==> src/rtl/aud_rx_pkg.sv <==
package aud_rx_pkg;

  typedef enum logic [1:0] {
    FMT_LEFT_J  = 2'd0,
    FMT_I2S_DLY = 2'd1,
    FMT_RIGHT_J = 2'd2,
    FMT_PULSE   = 2'd3
  } fmt_e;

  // n low bits set
  function automatic logic [63:0] low_ones(input int unsigned n);
    if (n >= 64) return '1;
    return (64'd1 << n) - 64'd1;
  endfunction

  // word of 'got' bits, MSB aligned into a field of 'len' bits, LSBs zero
  function automatic logic [63:0] pad_lsbs(input logic [63:0] v,
                                           input int unsigned got,
                                           input int unsigned len);
    int unsigned gap;
    gap = (got >= len) ? 0 : len - got;
    return (v << gap) & low_ones(len);
  endfunction

  // legal format / length pair
  function automatic logic cfg_legal(input fmt_e f, input int unsigned len,
                                     input int unsigned lo, input int unsigned hi);
    if (len < lo || len > hi) return 1'b0;
    if (f == FMT_RIGHT_J && len >= hi) return 1'b0;
    return 1'b1;
  endfunction

endpackage

==> src/rtl/aud_rx_sync.sv <==
module aud_rx_sync #(
  parameter int WIDTH  = 1,
  parameter int STAGES = 2
) (
  input  logic             clk,
  input  logic             rst_n,
  input  logic [WIDTH-1:0] async_i,
  output logic [WIDTH-1:0] sync_o
);

  logic [STAGES-1:0][WIDTH-1:0] stage_q;

  always_ff @(posedge clk or negedge rst_n) begin
    if (!rst_n) begin
      stage_q <= '0;
    end else begin
      for (int s = STAGES - 1; s > 0; s--) stage_q[s] <= stage_q[s-1];
      stage_q[0] <= async_i;
    end
  end

  assign sync_o = stage_q[STAGES-1];

endmodule

==> src/rtl/aud_rx_cfg.sv <==
module aud_rx_cfg
  import aud_rx_pkg::*;
#(
  parameter int MIN_W = 16,
  parameter int MAX_W = 32,
  parameter int LEN_W = 6
) (
  input  logic             clk,
  input  logic             rst_n,
  input  logic [1:0]       fmt_i,
  input  logic [LEN_W-1:0] len_i,
  output fmt_e             fmt_q,
  output logic [LEN_W-1:0] len_q,
  output logic             err_q
);

  logic legal;
  assign legal = cfg_legal(fmt_e'(fmt_i), 32'(len_i), MIN_W, MAX_W);

  always_ff @(posedge clk or negedge rst_n) begin
    if (!rst_n) begin
      fmt_q <= FMT_LEFT_J;
      len_q <= LEN_W'(MIN_W);
      err_q <= 1'b0;
    end else begin
      err_q <= !legal;
      if (legal) begin
        fmt_q <= fmt_e'(fmt_i);
        len_q <= len_i;
      end
    end
  end

endmodule

==> src/rtl/aud_rx_engine.sv <==
module aud_rx_engine
  import aud_rx_pkg::*;
#(
  parameter int MAX_W = 32,
  parameter int LEN_W = 6
) (
  input  logic             clk,
  input  logic             rst_n,
  input  fmt_e             fmt,
  input  logic [LEN_W-1:0] len,
  input  logic             sclk_s,
  input  logic             lr_bit,
  input  logic             data_bit,
  output logic             bit_rise_o,
  output logic             frame_evt_o,
  output logic             word_done_o,
  output logic             active_o,
  output logic             valid_o,
  output logic             right_o,
  output logic [MAX_W-1:0] data_o
);

  logic             sclk_d, primed, lr_prev, active, chan_r, arm, arm_r, rj_seen;
  logic [LEN_W-1:0] cnt;
  logic [MAX_W-1:0] acc, win;

  logic             n_primed, n_lr_prev, n_active, n_chan_r, n_arm, n_arm_r, n_rj_seen;
  logic [LEN_W-1:0] n_cnt;
  logic [MAX_W-1:0] n_acc, n_win;

  logic             bit_rise, lr_chg, pulse_rise, frame_evt;
  logic             emit, e_right;
  logic [MAX_W-1:0] e_data;

  assign bit_rise   = sclk_s & ~sclk_d;
  assign lr_chg     = primed && (lr_bit != lr_prev);
  assign pulse_rise = primed && lr_bit && !lr_prev;
  assign frame_evt  = bit_rise && ((fmt == FMT_PULSE) ? pulse_rise : lr_chg);

  always_comb begin : p_next
    logic [MAX_W-1:0] acc_t;
    logic [LEN_W-1:0] cnt_t;
    acc_t     = {acc[MAX_W-2:0], data_bit};
    cnt_t     = cnt + LEN_W'(1);
    n_primed  = primed;
    n_lr_prev = lr_prev;
    n_active  = active;
    n_chan_r  = chan_r;
    n_arm     = arm;
    n_arm_r   = arm_r;
    n_rj_seen = rj_seen;
    n_cnt     = cnt;
    n_acc     = acc;
    n_win     = win;
    emit      = 1'b0;
    e_right   = 1'b0;
    e_data    = '0;
    if (bit_rise) begin
      n_primed  = 1'b1;
      n_lr_prev = lr_bit;
      n_win     = {win[MAX_W-2:0], data_bit};
      if (fmt == FMT_RIGHT_J) begin
        // window closes at the alignment change, before this bit
        if (lr_chg) begin
          emit      = rj_seen;
          e_right   = !lr_prev;
          e_data    = MAX_W'(64'(win) & low_ones(32'(len)));
          n_rj_seen = 1'b1;
        end
        n_active = 1'b0;
        n_arm    = 1'b0;
      end else if (frame_evt) begin
        if (active) begin
          // one-bit delayed format: this bit still belongs to the old word
          if (fmt != FMT_I2S_DLY) begin
            acc_t = acc;
            cnt_t = cnt;
          end
          emit    = 1'b1;
          e_right = chan_r;
          e_data  = MAX_W'(pad_lsbs(64'(acc_t), 32'(cnt_t), 32'(len)));
        end
        case (fmt)
          FMT_LEFT_J: begin
            n_acc    = MAX_W'(data_bit);
            n_cnt    = LEN_W'(1);
            n_active = 1'b1;
            n_chan_r = !lr_bit;
            n_arm    = 1'b0;
          end
          FMT_I2S_DLY: begin
            n_active = 1'b0;
            n_arm    = 1'b1;
            n_arm_r  = lr_bit;
          end
          default: begin
            n_active = 1'b0;
            n_arm    = 1'b1;
            n_arm_r  = 1'b0;
          end
        endcase
      end else if (arm) begin
        n_acc    = MAX_W'(data_bit);
        n_cnt    = LEN_W'(1);
        n_active = 1'b1;
        n_chan_r = arm_r;
        n_arm    = 1'b0;
      end else if (active) begin
        n_acc = acc_t;
        n_cnt = cnt_t;
        if (cnt_t == len) begin
          emit     = 1'b1;
          e_right  = chan_r;
          e_data   = MAX_W'(pad_lsbs(64'(acc_t), 32'(cnt_t), 32'(len)));
          n_active = 1'b0;
          if (fmt == FMT_PULSE && !chan_r) begin
            n_arm   = 1'b1;
            n_arm_r = 1'b1;
          end
        end
      end
    end
  end

  always_ff @(posedge clk or negedge rst_n) begin
    if (!rst_n) begin
      sclk_d  <= 1'b0;
      primed  <= 1'b0;
      lr_prev <= 1'b0;
      active  <= 1'b0;
      chan_r  <= 1'b0;
      arm     <= 1'b0;
      arm_r   <= 1'b0;
      rj_seen <= 1'b0;
      cnt     <= '0;
      acc     <= '0;
      win     <= '0;
      valid_o <= 1'b0;
      right_o <= 1'b0;
      data_o  <= '0;
    end else begin
      sclk_d  <= sclk_s;
      primed  <= n_primed;
      lr_prev <= n_lr_prev;
      active  <= n_active;
      chan_r  <= n_chan_r;
      arm     <= n_arm;
      arm_r   <= n_arm_r;
      rj_seen <= n_rj_seen;
      cnt     <= n_cnt;
      acc     <= n_acc;
      win     <= n_win;
      valid_o <= emit;
      if (emit) begin
        right_o <= e_right;
        data_o  <= e_data;
      end
    end
  end

  assign bit_rise_o  = bit_rise;
  assign frame_evt_o = frame_evt;
  assign word_done_o = emit;
  assign active_o    = active;

endmodule

==> src/rtl/audio_serial_rx.sv <==
module audio_serial_rx
  import aud_rx_pkg::*;
#(
  parameter int MAX_W       = 32,
  parameter int MIN_W       = 16,
  parameter int SYNC_STAGES = 2,
  localparam int LEN_W      = $clog2(MAX_W + 1)
) (
  input  logic             clk,
  input  logic             rst_n,
  input  logic [1:0]       fmt_i,
  input  logic [LEN_W-1:0] word_len_i,
  input  logic             sclk_i,
  input  logic             lrck_i,
  input  logic             sdata_i,
  output logic             smp_valid_o,
  output logic             smp_right_o,
  output logic [MAX_W-1:0] smp_data_o,
  output logic             cfg_err_o
);

  logic [2:0]       line_s;
  fmt_e             fmt_q;
  logic [LEN_W-1:0] len_q;
  logic             bit_rise, frame_evt, word_done, word_active;

  aud_rx_sync #(.WIDTH(3), .STAGES(SYNC_STAGES)) u_sync (
    .clk     (clk),
    .rst_n   (rst_n),
    .async_i ({sdata_i, lrck_i, sclk_i}),
    .sync_o  (line_s)
  );

  aud_rx_cfg #(.MIN_W(MIN_W), .MAX_W(MAX_W), .LEN_W(LEN_W)) u_cfg (
    .clk   (clk),
    .rst_n (rst_n),
    .fmt_i (fmt_i),
    .len_i (word_len_i),
    .fmt_q (fmt_q),
    .len_q (len_q),
    .err_q (cfg_err_o)
  );

  aud_rx_engine #(.MAX_W(MAX_W), .LEN_W(LEN_W)) u_engine (
    .clk         (clk),
    .rst_n       (rst_n),
    .fmt         (fmt_q),
    .len         (len_q),
    .sclk_s      (line_s[0]),
    .lr_bit      (line_s[1]),
    .data_bit    (line_s[2]),
    .bit_rise_o  (bit_rise),
    .frame_evt_o (frame_evt),
    .word_done_o (word_done),
    .active_o    (word_active),
    .valid_o     (smp_valid_o),
    .right_o     (smp_right_o),
    .data_o      (smp_data_o)
  );

endmodule

==> config.mk <==
export PLATFORM = sky130hd
export DESIGN_NAME = audio_serial_rx
export DESIGN_NICKNAME = d
export VERILOG_FILES = /design/src/rtl/aud_rx_pkg.sv /design/src/rtl/aud_rx_sync.sv /design/src/rtl/aud_rx_cfg.sv /design/src/rtl/aud_rx_engine.sv /design/src/rtl/audio_serial_rx.sv
export SDC_FILE = /design/constraint.sdc
export NUM_CORES = 1
export LEC_CHECK = 0
export BUFFER_PORTS_ARGS = -buffer_cell sky130_fd_sc_hd__buf_2
export CAP_MARGIN = 10
export CORE_UTILIZATION = 40
export CTS_BUF_LIST = sky130_fd_sc_hd__clkbuf_2
export DETAILED_ROUTE_END_ITERATION = 7
export PLACE_DENSITY = 0.58
export SYNTH_ARGS = -nofsm -noshare
export SYNTH_HDL_FRONTEND = slang
export SYNTH_SLANG_ARGS = --single-unit
==> constraint.sdc <==
create_clock -name clk -period 5.45 [get_ports clk]
set_input_delay 0 -clock clk [delete_from_list [all_inputs] [get_ports clk]]
set_output_delay 0 -clock clk [all_outputs]
set_load 0.1 [all_outputs]
==> results of run 1 <==
final cells by class:
cell class | count | area share, %
clock inverter | 15 | 1.50
clock buffer | 17 | 0.755
tap | 324 | 3.60
inverter | 18 | 0.599
timing repair buffer | 118 | 7.80
antenna | 1 | 0.0222
sequential | 127 | 28.2
multi-input combinational | 1006 | 57.5
power breakdown:
| part | switching [mW] | internal, mW |
|---|---|---|
| Sequential | 0.117 | 1.05 |
| Combinational | 2.78 | 1.16 |
| Clock | 0.485 | 0.190 |
| Total | 3.39 | 2.40 |
cell families (layout without fill, tap and decap cells):
family | Yosys count | count (layout) | synth area share, %
other | 0 | 1 | 0
and+or+nand+nor | 442 | 442 | 19.5
AOI/OAI and AO/OA | 437 | 437 | 30.4
xor gates and xnor gates | 18 | 18 | 1.55
DFF | 127 | 127 | 31.3
buffers and inverters | 130 | 168 | 5.42
adders and majority gates | 16 | 16 | 2.12
muxes | 93 | 93 | 9.70
Yosys cell counts (6+ instances only):
library cell / count
ha_1: 14
nor2b_1: 11
dfrtp_1: 126
nand3_1: 34
or2_2: 7
a31oi_1: 32
a21o_1: 18
a21boi_0: 7
o21ai_0: 66
o32ai_1: 6
a211oi_1: 19
nor3_1: 34
a32oi_1: 7
nor2_1: 65
a21oi_1: 64
o2111ai_1: 6
mux2_2: 24
o22ai_1: 28
nand2_1: 226
or3_1: 11
a22oi_1: 8
nand4_1: 13
clkbuf_1: 79
o31a_1: 6
a211o_1: 9
o31ai_1: 12
inv_1: 17
and3_1: 7
o221ai_1: 10
a22o_1: 36
a221oi_1: 15
xnor2_1: 8
o211ai_1: 25
xor2_1: 10
o21ai_1: 7
buf_2: 17
mux2i_1: 67
nand2b_1: 9
buf_1: 8
o21a_1: 10
placed cells by master (no fill, tap or decap), drive strengths merged, types with 11 or more instances in the layout:
cell,Yosys,final
ha,14,14
nand3,34,34
a21o,18,18
o21ai,73,73
mux2i,67,67
nor2b,11,11
clkbuf,79,17
buf,33,84
dfrtp,126,126
a211oi,20,20
dlygate4sd3,0,34
o22ai,28,28
o31ai,12,12
o211ai,25,25
or3,11,11
a221oi,15,15
inv,17,26
mux2,24,24
nor2,65,65
a22o,36,36
nand4,13,13
nor3,36,36
a21oi,64,64
a31oi,32,32
nand2,226,226
sequential cells by signal, indices dropped and copies added, names as in the netlist, 2 cells and up:
register,flops
u_sync.stage_q,3
u_sync.sync_o,3
u_engine.win,32
u_engine.data_o,32
u_engine.acc,32
u_cfg.len_q,6
u_engine.cnt,6
u_cfg.fmt_q,2
metrics by stage:
stage | hold WS [ps] | utilization (%) | instances
after CTS | 22.1 | 45.8 | 1625
after global routing | 30.8 | 45.8 | 1626
after detailed placement | 68.8 | 43.3 | 1558
final | 72.0 | 45.8 | 1626
after global placement | 66.1 | 43.3 | 1558
after floorplan | -296 | - | 1263
metal layers:
metal / GRT usage (%) / part of all wire [%] / vias to the layer above
met5: 0 / 0 / -
met4: 11.9 / 3.6 / 0
met3: 7.19 / 9.2 / 105
met2: 47.9 / 43 / 577
met1: 45.6 / 44 / 5256
li1: - / - / 4810
how the worst max path moves through the flow:
| stage | from | endpoint | slack, ps | cells after the start |
|---|---|---|---|---|
| final | u_cfg.fmt_q[0]$_DFFE_PN0P_ | u_engine.data_o[25]$_DFFE_PN0P_ | 780 | 14 |
| after global routing | u_engine.cnt[0]$_DFFE_PN0P_ | u_engine.data_o[19]$_DFFE_PN0P_ | 540 | 13 |
| after CTS | u_cfg.fmt_q[0]$_DFFE_PN0P_ | u_engine.data_o[25]$_DFFE_PN0P_ | 860 | 14 |
| after detailed placement | u_cfg.fmt_q[0]$_DFFE_PN0P_ | u_engine.data_o[25]$_DFFE_PN0P_ | 920 | 14 |
| after global placement | u_cfg.fmt_q[0]$_DFFE_PN0P_ | u_engine.data_o[25]$_DFFE_PN0P_ | 940 | 14 |
| after floorplan | u_cfg.fmt_q[0]$_DFFE_PN0P_ | u_engine.data_o[28]$_DFFE_PN0P_ | 1150 | 18 |
critical path, cell delays in order, from the launching register on:
cell and delay, ps:
dfrtp_1 480, nor2b_4 290, xnor2_1 150, ha_1 210, inv_1 70, fa_1 420
a21o_1 210, a221o_1 600, a2111oi_4 450, buf_4 320, a2bb2oi_1 350, nor3_1 80
a211o_1 310, a221oi_1 460, a21oi_1 130
==> impl_metrics.toml, run 1 <==
[routing]
vias = 10700
drt-total-wl_um = 41500
via_per_inst = 6.61
drc_errors = 0
routedWlPerCell_um = 25.5
ant_nets = 0
drtIter0Drc = 1646
drt-pass1-iter-count = 7

[setup_path]
path_class = "flip-flop to flip-flop"
required_ps = 6070
critical_path_arrival_ps = 5290
rr_startpoint = "u_cfg.fmt_q[0]$_DFFE_PN0P_"
cp-end-kind = "flip-flop"
start_kind = "flip-flop"
r2r_setup_slack_ps = 780
cp_max_fo = 22
r2r-end = "u_engine.data_o[25]$_DFFE_PN0P_"
reg2regPathDepth = 14

[clock_network]
cts-resized-gates = 0
post_cts_buffers = 0
htree_levels = 4
tritoncts = "built"
cts.sinks = 127
ctsLongestPathBuffers = 2
cts_hold_buffers = 35
cts_buffers = 17
insertion_delay_ps = 770
cts_root_buf = "clkbuf_2"
clkTransAtPathRegs_ps = 270

[layout]
drive_gt1_share_pct = 12.8
fillers = 2477
seq_area_um2 = 3180
nets = 1317
fin_area_um2 = 11300
multi_input_area_um2 = 6480
area_growth_pct = 10.9

[grt]
grt_max_degree = 71
grt_pass1_vias = 10200
grt_first_pass_wirelength_um = 63600
grtUsageTotal_pct = 32.3
antenna_found_initial = 1
overflow = 0

[power_and_ir_drop]
power.density_nw_per_um2 = 513
finalPower_mw = 5.78
ir_drop_v = 0.000330
p_leak_nw = 4.76

[timing]
period_minus_slack_ps = 4670
timing.slew.headroom_pct = 32.6
setup-violations-final = 0
finalHoldViolations = 0
clock_skew_ps = 62.6
tightest_slew_ps = 1010
rsz0062_at_grt = "false"
fmax_ghz = 0.214
timing.setup.tns_ps = 0
setup_ws_ps = 778
slew_viol_final = 0
fin_crit_sh_pct = 85.7

[die]
die_h_um = 161
initial_core_util_pct = 41.3
die_area_um2 = 26000
die_w_um = 161
pin_count = 48
core_area_um2 = 24600
rows = 57

[yosys]
synthTopCellsByArea = "dfrtp_1 (31%), nand2_1 (8.3%), mux2i_1 (6.6%), o21ai_0 (3.3%), a21oi_1 (3.2%)"
synthCells = 1263
synth_warnings = 0
ys_seq_area_share_pct = 31.3
async_reset_ff_share_pct = 100
ys_ff_latch = 127
syn_area_um2 = 10200
synth-edff-count = 0
synth.avg_cell_area_um2 = 8.05
synth_top_area_share_pct = 31.0
synth_top_area_cell = "dfrtp_1"
synth_nets = 1292
synth_top_flop_cell = "dfrtp_1"
synth_cell_types = 80

[worst_hold_path]
hold_path_depth = 4
holdCritStartpoint = "word_len_i[3]"
hold_class = "input pin to flip-flop"
whs_endpoint = "u_cfg.len_q[5]$_DFFE_PN0P_"

[status]
outcome = "finished clean"

[placement]
dpl_cell_area_um2 = 10600
port_buffers = 47
dp_slack_ps = 917
place.gp.congestion = 1.02
hpwl_um = 30200

[run]
maxCapViolCount = 0
Note: power is estimated with default switching activity, not from simulation.
==> inputs of run 2 (changes only) <==
==> constraint.sdc (replaced) <==
create_clock -name clk -period 5.45 [get_ports clk]
set_input_delay 0.2725 -clock clk [delete_from_list [all_inputs] [get_ports clk]]
set_output_delay 0.2725 -clock clk [all_outputs]
set_load 0.1 [all_outputs]
==> impl_metrics.toml, run 2 (synthesis results as in run 1) <==
[status]
outcome = "finished clean"

[timing]
rsz0062_at_grt = "false"
slew_viol_final = 0
fmax_ghz = 0.211
period_minus_slack_ps = 4730
timing.slew.headroom_pct = 32.0
finalHoldViolations = 0
fin_crit_sh_pct = 86.8
setup-violations-final = 0
timing.setup.tns_ps = 0
clock_skew_ps = 67.8
tightest_slew_ps = 1020

[routing]
drt-total-wl_um = 41000
drt-pass1-iter-count = 6
ant_nets = 0
drtIter0Drc = 1656
via_per_inst = 6.66
routedWlPerCell_um = 25.5
vias = 10700
drc_errors = 0

[setup_path]
start_kind = "flip-flop"
cp-end-kind = "flip-flop"
cp_max_fo = 22
required_ps = 6080
critical_path_arrival_ps = 5360
path_class = "flip-flop to flip-flop"

[layout]
final_cell_mix = "nand2_1 (226), dfrtp_1 (126), mux2i_1 (67)"
mostFrequentLayoutCell = "nand2_1"
reg.largest.list = "u_engine.acc (32), u_engine.data_o (32), u_engine.win (32)"
fillers = 2500
area_growth_pct = 9.06
seq_area_um2 = 3180
drive_gt1_share_pct = 12.9
multi_input_area_um2 = 6480
nets = 1300
final_util_pct = 45.0

[clock_network]
htree_levels = 4
tritoncts = "built"
ctsLongestPathBuffers = 2
cts_root_buf = "clkbuf_2"
cts_buffers = 17
clkTransAtPathRegs_ps = 310
insertion_delay_ps = 790
cts.sinks = 127

[die]
initial_core_util_pct = 41.3
die_h_um = 161
pin_count = 48
die_area_um2 = 26000
core_area_um2 = 24600
rows = 57
die_w_um = 161

[power_and_ir_drop]
ir_drop_v = 0.000335
p_leak_nw = 4.68
power.density_nw_per_um2 = 521

[grt]
grtUsageTotal_pct = 31.9
grt_max_degree = 73
grt_first_pass_wirelength_um = 62900
antenna_found_initial = 1
grt_pass1_vias = 10000
overflow = 0

[placement]
hpwl_um = 30200
place.gp.congestion = 1.02
port_buffers = 47

[worst_hold_path]
hold_class = "input pin to asynchronous set/reset pin"

[run]
maxCapViolCount = 0
==> run 2: cell count changes in the layout (fill, tap and decap cells not counted), sizes merged <==
cell / before / now
dlygate4sd3: 34 / 18
buf: 84 / 83
==> run 2: layout make-up <==
type | instances | area share (%)
repair buffers | 101 | 6.24
inverters | 18 | 0.610
well taps | 324 | 3.66
flip-flops and latches | 127 | 28.7
diodes | 1 | 0.0226
clock buffers | 17 | 0.768
multi-input cells | 1006 | 58.5
clock inverters | 15 | 1.52
==> run 2: repair_timing <==
item                       CTS  global route
resized for setup            0             0
setup endpoints to repair    0             0
hold buffers                18             0
hold endpoints to repair    83             0
buffers inserted             0             0
==> run 2: report_power, final <==
part           total [mW]  internal [mW]  switching (mW)
clock network       0.679          0.190           0.489
logic                3.94           1.15            2.79
registers            1.16           1.05           0.116
total                5.78           2.39            3.39
==> run 2: final timing paths <==
| check | startpoint | end | cells after the start | slack, ps |
|---|---|---|---|---|
| worst max-delay path | u_cfg.fmt_q[0]$_DFFE_PN0P_ | u_engine.data_o[25]$_DFFE_PN0P_ | 14 | 720 |
| worst min-delay path | rst_n | u_engine.data_o[23]$_DFFE_PN0P_ | 2 | 30 |
| worst max register to register | u_cfg.fmt_q[0]$_DFFE_PN0P_ | u_engine.data_o[25]$_DFFE_PN0P_ | 14 | 720 |
| worst min register to register | u_sync.stage_q[1]$_DFF_PN0_ | u_sync.sync_o[1]$_DFF_PN0_ | 0 | 380 |
| max in group asynchronous | rst_n | u_engine.cnt[5]$_DFFE_PN0P_ | 3 | 4140 |
| min in group clk | sclk_i | u_sync.stage_q[0]$_DFF_PN0_ | 2 | 160 |
==> run 2: metal layers <==
layer	track usage [%]	up-vias	share of wire, %	routed length [um]
met1	45.4	5211	44	18000
met4	11.8	0	3.9	1590
met5	0	-	0	0
met3	7.09	110	9.6	3920
li1	-	4772	-	-
met2	46.9	620	43	17500
==> run 2: stage by stage <==
step / area, um2 / worst slack [ps] / hold WS [ps] / total power [mW] / cells
after global routing: 11100 / 537 / 55.2 / 6.02 / 1609
after floorplan: 10200 / 1150 / -23.1 / 3.84 / 1263
after global placement: 10600 / 943 / 333 / 4.97 / 1558
final: 11100 / 717 / 34.3 / 5.78 / 1609
after detailed placement: 10600 / 917 / 337 / 4.93 / 1558
after CTS: 11100 / 856 / 57.9 / 5.63 / 1608
==> run 2: worst max-delay path: stages, from the launching register on <==
cell       delay (ps)
dfrtp_1           480
nor2b_4           300
xnor2_1           150
ha_1              210
inv_1              70
fa_1              420
a21o_1            210
a221o_1           620
a2111oi_4         460
buf_4             320
a2bb2oi_1         360
nor3_1             80
a211o_1           300
a221oi_1          490
a21oi_1           140
==> inputs of run 3 (changes only) <==
ABC_AREA = 1   (was not set)
CTS_BUF_LIST = sky130_fd_sc_hd__clkbuf_8   (was sky130_fd_sc_hd__clkbuf_2)
PLACE_DENSITY = not set   (was 0.58)
==> impl_metrics.toml, run 3 <==
[yosys]
synth_top_flop_cell = "dfrtp_1"
synth_cell_types = 54
ys_ff_latch = 127
synth_top_area_share_pct = 28.7
synthTopCellsByArea = "dfrtp_1 (29%), nand3_1 (17%), nand2_1 (17%), inv_1 (4.7%), o21ai_0 (4.3%)"
synth.top_cells.by_count = "nand2_1 (497), nand3_1 (374), inv_1 (137), dfrtp_1 (126), nor2_1 (108)"
synth_top_area_cell = "dfrtp_1"
synth.avg_cell_area_um2 = 6.31
ys_seq_area_share_pct = 28.9
synth_nets = 1773
syn_area_um2 = 11000
synthCells = 1744
async_reset_ff_share_pct = 100
synth.most_common_cell = "nand2_1"
synth-edff-count = 0
synth_warnings = 0

[power_and_ir_drop]
power.density_nw_per_um2 = 636
pwr-share-seq_pct = 16.0
p_sw_mw = 4.61
swShare_pct = 61.9
power_frac_comb_pct = 72.1
clockPowerShare_pct = 11.9
internal-power_mw = 2.84
ir_drop_v = 0.000341
p_leak_nw = 5.80

[setup_path]
cp_max_fo = 59
crit_buf_inv = 1
cp_slowest_stage_delay_ps = 860
cp-end-kind = "flip-flop"
crit_top_cell = "nand2_1"
cpMaxStageDelayCell = "nand3_2"
start_kind = "flip-flop"
path_class = "flip-flop to flip-flop"
critical_path_arrival_ps = 4580
critPathTopFamily = "simple AND/OR/NAND/NOR gates"
path_cells = "ha_1 -> nand3_1 -> xor2_1 -> ha_1 -> nand2_1 -> inv_1 -> nand2_1 -> nand2_1 -> nor2_1 -> nand3_2 -> nand3_1 -> nand3_1 -> nand3_1 -> nand2_1 -> o21ai_0 -> o21ai_1 -> nand2_1 -> o21ai_1 -> nand2_1 -> nand2_1"
required_ps = 5830

[clock_network]
clkTransAtPathRegs_ps = 110
cts-resized-gates = 0
insertion_delay_ps = 480
cts_hold_buffers = 5
cts_buffers = 17
htree_levels = 4
cts_root_buf = "clkbuf_8"
ctsLongestPathBuffers = 2
tritoncts = "built"
cts.sinks = 127
post_cts_buffers = 0

[routing]
wl_met1_um = 18600
ant_nets = 0
via_per_inst = 5.68
drt-total-wl_um = 39400
routedWlPerCell_um = 18.9
vias = 11800
drc_errors = 0
highest_layer = "met4"
wl_met2_um = 16700
met3_length_um = 2880
drt-pass1-iter-count = 7
drtIter0Drc = 1414

[timing]
slew_viol_final = 0
timing.slew.headroom_pct = 26.2
period_minus_slack_ps = 4200
timing.setup.tns_ps = 0
finalHoldViolations = 0
clock_skew_ps = 29.7
rsz0062_at_grt = "false"
fmax_ghz = 0.238
fin_crit_sh_pct = 77.0
tightest_slew_ps = 1100
setup-violations-final = 0

[die]
pin_count = 48
die_h_um = 168
rows = 60
die_w_um = 168
die_area_um2 = 28200
initial_core_util_pct = 40.8
core_area_um2 = 27000

[grt]
antenna_found_initial = 0
grt_max_degree = 72
overflow = 0
grt_first_pass_wirelength_um = 62200
grtUsageTotal_pct = 28.5
grt_pass1_vias = 11100

[placement]
port_buffers = 47
hpwl_um = 29400
place.gp.congestion = 1.05
dp.cells = 2047

[layout]
final_cells = 2084
seq_area_um2 = 3180
multi_input_area_um2 = 6680
nets = 1759
mostFrequentLayoutCell = "nand2_1"
reg.largest.list = "u_engine.acc (32), u_engine.data_o (32), u_engine.win (32)"
drive_gt1_share_pct = 10.3
final_cell_mix = "nand2_1 (496), nand3_1 (374), inv_1 (137)"
fillers = 2955
area_growth_pct = 6.40
insertedDiodeCount = 0
final_util_pct = 43.4

[run]
maxCapViolCount = 0

[status]
outcome = "finished clean"

[worst_hold_path]
hold_class = "input pin to flip-flop"
[run 3: cell types whose count changed in the layout (fill, tap and decap cells not counted), moves of 29 or more]
cell,previous run,this run
a22o_1,36,0
inv_1,17,137
mux2i_1,67,0
nand2_1,226,496
nand3_1,34,374
nor2_1,65,107
o21ai_0,66,95
[run 3: stage by stage]
| stage | hold WS, ps | cell area [um2] | worst slack, ps | total power [mW] |
|---|---|---|---|---|
| floorplan | -23.1 | 11000 | 2350 | 5.34 |
| global route | 38.2 | 11700 | 896 | 8.01 |
| finish | 13.0 | 11700 | 1250 | 7.45 |
| detailed placement | 336 | 11300 | 1340 | 6.47 |
| global placement | 334 | 11300 | 1350 | 6.50 |
| CTS | 0.251 | 11700 | 1320 | 7.38 |
[run 3: layout make-up]
class / instances / share of cell area (%)
Tap cell: 341 / 3.65
Inverter: 164 / 5.32
Timing Repair Buffer: 66 / 3.39
Clock inverter: 15 / 1.43
Sequential cell: 127 / 27.2
Clock buffer: 17 / 2.00
Multi-Input combinational cell: 1354 / 57.0
[run 3: layer usage]
metal / global-route usage [%] / vias up
li1: - / 5776
met1: 41.4 / 5540
met2: 42.4 / 469
met3: 4.75 / 60
met4: 10.6 / 0
met5: 0 / -
[run 3: power by group through the flow]
stage          Combinational, mW  Sequential [mW]  Clock, mW
3_3_place_gp                5.29             1.21          0
2_1_floorplan               3.63             1.71          0
6_report                    5.37             1.19      0.888
3_5_place_dp                5.27             1.20          0
4_1_cts                     5.29             1.19      0.905
5_1_grt                     5.87             1.21      0.935
[run 3: cell families (layout without fill, tap and decap cells)]
group | Yosys count | count (layout) | share of synthesized area (%)
xor+xnor | 21 | 21 | 1.67
fa+ha+maj | 16 | 16 | 1.96
compound gates | 259 | 259 | 13.8
simple gates | 1058 | 1058 | 43.3
buf+inv | 263 | 262 | 10.4
flops | 127 | 127 | 28.9
[run 3: worst paths after layout]
path / startpoint / end / slack [ps] / cells past startpoint
worst min register to register: u_sync.stage_q[2]$_DFF_PN0_ / u_sync.sync_o[2]$_DFF_PN0_ / 350 / 0
worst max register to register: u_engine.cnt[0]$_DFFE_PN0P_ / u_engine.data_o[10]$_DFFE_PN0P_ / 1250 / 20
min in group asynchronous: rst_n / u_engine.data_o[8]$_DFFE_PN0P_ / 380 / 2
max in group asynchronous: rst_n / u_engine.data_o[23]$_DFFE_PN0P_ / 3800 / 3
worst min-delay path: word_len_i[3] / u_cfg.len_q[3]$_DFFE_PN0P_ / 10 / 3
worst max-delay path: u_engine.cnt[0]$_DFFE_PN0P_ / u_engine.data_o[10]$_DFFE_PN0P_ / 1250 / 20
[run 3: tightest hold or removal path: stages]
cell and delay (ps):
buf_2 90, nand2_1 50, o21ai_0 60
